<file path="src/rtl/hall_tmr_pkg.sv">
package hall_tmr_pkg;

  // Rebuild an interval from the two latched timebase values and the wrap count.
  function automatic int unsigned span_ticks(int unsigned c_open, int unsigned c_close,
                                             int unsigned wraps, int unsigned modv);
    if (wraps == 0) return c_close - c_open;
    return (modv - c_open) + c_close + modv * (wraps - 1);
  endfunction

  // Decide whether an unfolded wrap belongs to the interval that is closing.
  function automatic bit fold_now(bit pend, int unsigned cap, int unsigned half);
    return pend && (cap < half);
  endfunction

endpackage

</file>
<file path="src/rtl/hall_sync.sv">
module hall_sync (
  input  logic clk,
  input  logic rst,
  input  logic din,
  output logic level_o,
  output logic edge_o
);
  logic s1, s2, s3;

  always_ff @(posedge clk) begin
    if (rst) begin
      s1 <= 1'b0;
      s2 <= 1'b0;
      s3 <= 1'b0;
    end else begin
      s1 <= din;
      s2 <= s1;
      s3 <= s2;
    end
  end

  assign level_o = s2;
  assign edge_o  = s2 ^ s3;
endmodule

</file>
<file path="src/rtl/hall_timebase.sv">
module hall_timebase #(
  parameter int PRESCALE = 32,
  parameter int TB_MOD   = 250,
  parameter int TB_W     = 8
) (
  input  logic            clk,
  input  logic            rst,
  output logic [TB_W-1:0] cnt_o,
  output logic            roll_o,
  output logic            roll_q_o
);
  logic tick;

  generate
    if (PRESCALE > 1) begin : g_div
      localparam int PW = $clog2(PRESCALE);
      logic [PW-1:0] pre;
      always_ff @(posedge clk) begin
        if (rst)                          pre <= '0;
        else if (pre == PW'(PRESCALE-1))  pre <= '0;
        else                              pre <= pre + 1'b1;
      end
      assign tick = (pre == PW'(PRESCALE-1));
    end else begin : g_nodiv
      assign tick = 1'b1;
    end
  endgenerate

  assign roll_o = tick && (cnt_o == TB_W'(TB_MOD-1));

  always_ff @(posedge clk) begin
    if (rst) begin
      cnt_o    <= '0;
      roll_q_o <= 1'b0;
    end else begin
      roll_q_o <= roll_o;
      if (roll_o)     cnt_o <= '0;
      else if (tick)  cnt_o <= cnt_o + 1'b1;
    end
  end
endmodule

</file>
<file path="src/rtl/hall_wrap_track.sv">
module hall_wrap_track #(
  parameter int OVF_W = 3
) (
  input  logic             clk,
  input  logic             rst,
  input  logic             edge_i,
  input  logic             roll_q_i,
  input  logic             fold_i,
  output logic [OVF_W-1:0] ovf_o,
  output logic             slow_o,
  output logic             armed_o
);
  localparam logic [OVF_W-1:0] OVF_MAX = '1;

  always_ff @(posedge clk) begin
    if (rst) begin
      ovf_o   <= '0;
      slow_o  <= 1'b0;
      armed_o <= 1'b0;
    end else if (edge_i) begin
      armed_o <= 1'b1;
      slow_o  <= 1'b0;
      // An unfolded wrap that was not taken now opens the next interval.
      ovf_o   <= (roll_q_i && !fold_i) ? OVF_W'(1) : '0;
    end else if (roll_q_i) begin
      if (ovf_o == OVF_MAX) slow_o <= 1'b1;
      else                  ovf_o  <= ovf_o + 1'b1;
    end
  end
endmodule

</file>
<file path="src/rtl/hall_semiperiod_timer.sv">
module hall_semiperiod_timer
  import hall_tmr_pkg::*;
#(
  parameter int PRESCALE = 32,
  parameter int TB_MOD   = 250,
  parameter int OVF_W    = 3,
  localparam int TB_W    = $clog2(TB_MOD),
  localparam int PER_W   = $clog2(TB_MOD * (2 ** OVF_W))
) (
  input  logic             clk,
  input  logic             rst,
  input  logic             hall_i,
  output logic [PER_W-1:0] period_o,
  output logic             valid_o,
  output logic             rising_o,
  output logic             slow_o
);
  localparam int unsigned HALF = TB_MOD / 2;
  localparam logic [OVF_W-1:0] OVF_MAX = '1;

  logic            hall_lvl, edge_evt;
  logic [TB_W-1:0] tb_cnt, prev_cap;
  logic            roll_evt, roll_pend_q, fold_evt;
  logic [OVF_W-1:0] ovf_cnt;
  logic            slow_flag, armed, slow_now;
  int unsigned     wraps_eff;

  hall_sync u_sync (
    .clk(clk), .rst(rst), .din(hall_i), .level_o(hall_lvl), .edge_o(edge_evt)
  );

  hall_timebase #(.PRESCALE(PRESCALE), .TB_MOD(TB_MOD), .TB_W(TB_W)) u_tb (
    .clk(clk), .rst(rst), .cnt_o(tb_cnt), .roll_o(roll_evt), .roll_q_o(roll_pend_q)
  );

  assign fold_evt = fold_now(roll_evt || roll_pend_q, 32'(tb_cnt), HALF);

  hall_wrap_track #(.OVF_W(OVF_W)) u_wrap (
    .clk(clk), .rst(rst), .edge_i(edge_evt), .roll_q_i(roll_pend_q), .fold_i(fold_evt),
    .ovf_o(ovf_cnt), .slow_o(slow_flag), .armed_o(armed)
  );

  assign wraps_eff = 32'(ovf_cnt) + 32'(fold_evt);
  assign slow_now  = slow_flag || (fold_evt && ovf_cnt == OVF_MAX);

  always_ff @(posedge clk) begin
    if (rst) begin
      prev_cap <= '0;
      period_o <= '0;
      valid_o  <= 1'b0;
      rising_o <= 1'b0;
      slow_o   <= 1'b0;
    end else begin
      valid_o <= 1'b0;
      if (edge_evt) begin
        prev_cap <= tb_cnt;
        if (armed) begin
          valid_o  <= 1'b1;
          rising_o <= hall_lvl;
          slow_o   <= slow_now;
          period_o <= slow_now ? '1
                    : PER_W'(span_ticks(32'(prev_cap), 32'(tb_cnt), wraps_eff, TB_MOD));
        end
      end
    end
  end
endmodule

</file>
<file path="config.mk">
export PLATFORM = sky130hd
export DESIGN_NAME = hall_semiperiod_timer
export DESIGN_NICKNAME = d
export VERILOG_FILES = /design/src/rtl/hall_tmr_pkg.sv /design/src/rtl/hall_sync.sv /design/src/rtl/hall_timebase.sv /design/src/rtl/hall_wrap_track.sv /design/src/rtl/hall_semiperiod_timer.sv
export SDC_FILE = /design/constraint.sdc
export NUM_CORES = 1
export LEC_CHECK = 0
export ABC_AREA = 1
export BUFFER_PORTS_ARGS = -buffer_cell sky130_fd_sc_hd__buf_4
export CAP_MARGIN = 20
export CELL_PAD_IN_SITES_DETAIL_PLACEMENT = 2
export CELL_PAD_IN_SITES_GLOBAL_PLACEMENT = 2
export CORE_UTILIZATION = 37
export DETAILED_ROUTE_END_ITERATION = 12
export GPL_ROUTABILITY_DRIVEN = 0
export GPL_TIMING_DRIVEN = 0
export PLACE_DENSITY = 0.9
export SLEW_MARGIN = 20
export SYNTH_ARGS = -nofsm -noshare
export SYNTH_HDL_FRONTEND = slang
export SYNTH_SLANG_ARGS = --single-unit
</file>
<file path="constraint.sdc">
create_clock -name clk -period 8.2 [get_ports clk]
set_clock_uncertainty 0.05 [all_clocks]
set_input_delay 0 -clock clk [delete_from_list [all_inputs] [get_ports clk]]
set_output_delay 0 -clock clk [all_outputs]
set_load 0.02 [all_outputs]
</file>
==> flow_summary.toml, run 1 <==
[cells_and_area]
fill_cells = 1217
final_nets = 634
syn2layout_area_growth_pct = 10.0
fin_util = 0.418
final_cell_mix = "inv_1 (110), nand2_1 (79), ha_1 (56), a21oi_1 (45), dfxtp_1 (44)"
layout.area.seq_um2 = 881
layout_commonest_cell = "inv_1"
drive_gt1_frac = 0.0925
antenna_cells = 0
multi_input_area_um2 = 2570

[routing]
drcViolationCount = 0
ant_nets = 0
dr.pass1.iters = 4
drt_iter0_markers = 113
viasPerCell = 5.35
vias = 3734
drt-total-wl_um = 13500
wire_per_inst_um = 19.3

[cts]
cts_tree = "done"
path_clk_slew_ps = 100
htree_levels = 2
clkLatencyLatePin_ps = 330
cts.sinks = 44
root_buffer = "clkbuf_8"
cts_resized = 0
cts_buffers = 5
clockBufferDepth = 2

[timing]
worst_slack_ps = 1080
hold_violations = 0
finalSetupTns_ps = 0
slew_viol_final = 0
period_share = 0.868
holdWs_ps = 369
period_needed_ps = 7120
fmax_ghz = 0.140
tightest_slew_ps = 603
rsz0062_at_grt = "no"
setup_viol = 0
relSlewSlack = 0.598

[worst_setup_path]
start_kind = "register"
cp_max_fo = 6
cpPeakStageDelay_ps = 530
cp-startpoint = "u_tb.cnt_o[5]$_SDFFE_PP0P_"
crit_buf_inv = 9
worstSetupPathType = "register to register"
critical_path.top_delay_family = "adder cells"
cp.required_ps = 8360
reg2reg_from = "u_tb.cnt_o[5]$_SDFFE_PP0P_"
slowest_stage = "fa_1"
cp.arrival_ps = 7280
crit_path_frequent_cell = "inv_1"
worst_setup_path_end_kind = "register"

[status]
status = "completed"

[die]
num_io_pins = 17
die_height_um = 105
core_um2 = 10300
die_x_um = 105
num_rows = 37
start_util = 0.380
dieArea_um2 = 11000

[global_route]
first_global_vias = 4323
antenna_found_initial = 0
grt.total_usage = 0.259
gr-total-overflow = 0
grt_max_degree = 14
grt_pass1_wl_um = 22000

[yosys]
ys_top_cells_by_area = "dfxtp_1 (23%), ha_1 (18%), inv_1 (11%)"
synthArstFlopShare = 0
syn-num-nets = 609
netlist_area_um2 = 3900
syn_inst = 537
yosysTopAreaCell = "dfxtp_1"
synth-edff-count = 0
synth_flop_cell = "dfxtp_1"
synth_cell_type_count = 37
ys_ff_latch = 44
yosysTopAreaCellShare = 0.226
seq_area_frac_synth = 0.226
yosys_warnings = 0
syn_area_per_cell_um2 = 7.27

[pwr]
power_mw = 0.474
power.leakage_nw = 2.17
vdd.ir_drop.worst_uv = 72.4
p_per_area_nw_per_um2 = 110

[hold_path]
hold_path_class = "register to register"
min_from = "u_sync.s1$_SDFF_PP0_"

[placed_design]
hpwlAfterDp_um = 10500
post-place-ws_ps = 1010
port_buffers = 16

[run]
drv_cap = 0
area by class of cell:
class,instances,area share
clock buffers,5,0.0160
well taps,136,0.0396
inverters,113,0.0993
flip-flops and latches,44,0.205
plain buffers,5,0.00699
clock inverters,2,0.00291
multi-input cells,375,0.597
repair buffers,18,0.0326
stage by stage:
step	cell area, um2	std cells
finish	4300	698
global route	4300	698
CTS	4300	698
detailed placement	4190	689
global placement	4190	689
floorplan	3900	537
where the power goes:
| group | switching, mW | internal [mW] |
|---|---|---|
| clock | 0.0869 | 0.0580 |
| combinational | 0.0682 | 0.0354 |
| sequential | 0.00527 | 0.220 |
kinds of logic (layout without fill, tap and decap cells):
logic type      Yosys count  in the layout  share of synthesized area
fa+ha+maj                69             69                      0.246
flops                    44             44                      0.226
xor+xnor                 28             28                     0.0628
simple gates            174            174                      0.201
compound gates          104            104                      0.147
buf+inv                 118            143                      0.117
synthesized netlist by cell type, types with 2 or more instances:
library cell	count
nor3_1	9
nand2_2	7
nand3_2	4
a21oi_1	45
nand3_1	19
o21ai_0	37
a31oi_1	8
nor2_1	41
nand4_1	5
nand2_1	79
clkbuf_1	3
fa_1	13
ha_1	56
a21oi_2	2
dfxtp_1	44
or2_2	6
o21ai_1	2
inv_2	2
inv_1	110
xor2_1	19
a21o_1	2
xnor2_1	9
final timing paths:
kind                          endpoint  slack [ps]  cells past startpoint
max reg2reg  period_o[10]$_SDFFE_PP0P_        1080                     32
max          period_o[10]$_SDFFE_PP0P_        1080                     32
min          u_sync.level_o$_SDFF_PP0_         370                      2
min reg2reg  u_sync.level_o$_SDFF_PP0_         370                      2
routing by layer:
layer,global-route usage,up-vias,part of all wire
met5,0,-,0
met4,0.132,0,0.042
met3,0.0399,38,0.023
met2,0.491,58,0.53
met1,0.276,1866,0.40
li1,-,1772,-
repair_timing:
action                    4_1_cts  5_1_grt
setup buffers                   0        0
hold endpoints to repair        6        0
hold buffers                    2        0
registers in the layout, indices dropped and copies added (netlist names):
register and cells:
valid_o 1, u_tb.cnt_o 8, rising_o 1, u_sync.s3 1, u_sync.level_o 1, u_tb.roll_q_o 1, u_wrap.slow_o 1, u_sync.s1 1
prev_cap 8, period_o 11, u_wrap.ovf_o 3, u_tb.g_div.pre 5, u_wrap.armed_o 1, slow_o 1
tightest hold or removal path: cells and delay by family (launching register included):
kind	cells	cell delay, ps
DFF	1	320
buffers and inverters	1	50
and+or+nand+nor	1	40
Note: power is estimated with default switching activity, not from simulation.
==> inputs of run 2 (changes only) <==
BUFFER_PORTS_ARGS = -buffer_cell sky130_fd_sc_hd__buf_2   (was -buffer_cell sky130_fd_sc_hd__buf_4)
CELL_PAD_IN_SITES_DETAIL_PLACEMENT = not set   (was 2)
CELL_PAD_IN_SITES_GLOBAL_PLACEMENT = not set   (was 2)
CORE_UTILIZATION = 45   (was 37)
PLACE_DENSITY = 0.69   (was 0.9)
==> run 2 against run 1 <==
Effect of this change: sequential power is essentially flat; critical path depth grew 1; die area shrank 17%; design area shrank 0.67%; maximum frequency grew 5.4%; core utilization grew 9.6 points; worst hold slack lost 11 ps; non-clock buffer count grew 1; critical path type unchanged; critical endpoint unchanged; largest cell class unchanged; largest power group unchanged; highest routed layer unchanged.
==> flow_summary.toml, run 2 (same netlist as run 1, synthesis figures left out) <==
[cells_and_area]
finalNonFillerCells = 669
largestRegisters = "period_o x11, prev_cap x8, u_tb.cnt_o x8"
final_cell_mix = "inv_1 (110), nand2_1 (79), ha_1 (56), a21oi_1 (45), dfxtp_1 (44)"
antenna_cells = 0
syn2layout_area_growth_pct = 9.29
final_nets = 635
drive_gt1_frac = 0.0940
fill_cells = 832
largest_register_ff_count = 11
regMostFlops = "period_o"
final_area_um2 = 4270
layout_commonest_cell = "inv_1"

[routing]
drt_iter0_markers = 111
viasPerCell = 5.00
drt-total-wl_um = 8260
wire_per_inst_um = 12.3
vias = 3342
dr.pass1.iters = 4
drcViolationCount = 0
ant_nets = 0

[die]
start_util = 0.470
die_x_um = 95.1
dieArea_um2 = 9050
die_height_um = 95.1
num_rows = 33
core_um2 = 8300
num_io_pins = 17

[worst_setup_path]
cp_max_fo = 6
crit_path_frequent_cell = "ha_1"
slowest_stage = "fa_1"
worstSetupPathType = "register to register"
cp.required_ps = 8340
start_kind = "register"
worst_setup_path_end_kind = "register"
cpPeakStageDelay_ps = 510
cp.arrival_ps = 6890

[global_route]
first_global_vias = 3133
grt.total_usage = 0.194
grt_max_degree = 15
gr-total-overflow = 0
grt_pass1_wl_um = 13900
antenna_found_initial = 0

[cts]
htree_levels = 2
root_buffer = "clkbuf_8"
path_clk_slew_ps = 90
cts_tree = "done"
clockBufferDepth = 2
cts_buffers = 5
cts_resized = 0
cts.sinks = 44
clkLatencyLatePin_ps = 290
post_cts_buffers = 0

[timing]
period_needed_ps = 6750
setup_viol = 0
slew_viol_final = 0
fmax_ghz = 0.148
tightest_slew_ps = 508
relSlewSlack = 0.660
finalSetupTns_ps = 0
rsz0062_at_grt = "no"
period_share = 0.824
hold_violations = 0

[placed_design]
hpwlAfterDp_um = 6770
place_area_um2 = 4120
dp_cells = 658
port_buffers = 16

[pwr]
p_comb_frac = 0.181
power.leakage_nw = 2.20
p_per_area_nw_per_um2 = 116
vdd.ir_drop.worst_uv = 112
switching_power_mw = 0.139
intPower_mw = 0.354
power_switching_share = 0.283
p_seq_frac = 0.454
pwr-share-clk = 0.365

[run]
drv_cap = 0

[hold_path]
hold_path_class = "register to register"

[status]
status = "completed"
[run 2: worst max-delay path, delay by kind of cell, from the launching register on]
kind,cells,cell delay [ps]
xor gates and xnor gates,2,570
buffers and inverters,7,560
adders and majority gates,9,3010
AOI/OAI and AO/OA,7,1070
and+or+nand+nor,8,890
DFF,1,480
[run 2: power by group through the flow]
stage	Clock [mW]	Sequential [mW]	Combinational, mW
after global placement	0	0.229	0.0853
final	0.180	0.224	0.0890
after floorplan	0	0.231	0.0657
after CTS	0.183	0.224	0.0890
after detailed placement	0	0.229	0.0875
after global routing	0.191	0.225	0.102
[run 2: final cells by class]
class	instances	area, um2	area share
Buffer	5	30.0	0.00704
Clock buffer	6	82.6	0.0194
Clock inverter	2	38.8	0.00909
Inverter	113	427	0.100
Multi-Input combinational cell	375	2570	0.601
Sequential cell	44	881	0.206
Tap cell	105	131	0.0308
Timing Repair Buffer	19	110	0.0258
[run 2: timing repair]
action	CTS	global route
setup endpoints to repair	0	0
hold endpoints to repair	6	0
hold buffers	3	0
[run 2: path summary, 6_finish.rpt]
check / start / endpoint / slack, ps / cells after the start
worst max-delay path: u_tb.cnt_o[5]$_SDFFE_PP0P_ / period_o[10]$_SDFFE_PP0P_ / 1450 / 33
worst min-delay path: u_sync.s1$_SDFF_PP0_ / u_sync.level_o$_SDFF_PP0_ / 360 / 2
worst max register to register: u_tb.cnt_o[5]$_SDFFE_PP0P_ / period_o[10]$_SDFFE_PP0P_ / 1450 / 33
worst min register to register: u_sync.s1$_SDFF_PP0_ / u_sync.level_o$_SDFF_PP0_ / 360 / 2
[run 2: layer usage]
| metal | wire [um] | track usage |
|---|---|---|
| met5 | 0 | 0 |
| met4 | 32 | 0.0215 |
| met3 | 147 | 0.0263 |
| met2 | 3910 | 0.339 |
| met1 | 4170 | 0.259 |
[run 2: per-stage QoR]
step | total power, mW | worst slack [ps] | utilization | hold slack [ps]
after global routing | 0.517 | 1010 | 0.514 | 377
final | 0.493 | 1450 | 0.514 | 359
after detailed placement | 0.317 | 1390 | 0.496 | 161
after floorplan | 0.296 | 2160 | - | 19.1
after CTS | 0.496 | 1370 | 0.514 | 360
after global placement | 0.314 | 1510 | 0.496 | 160
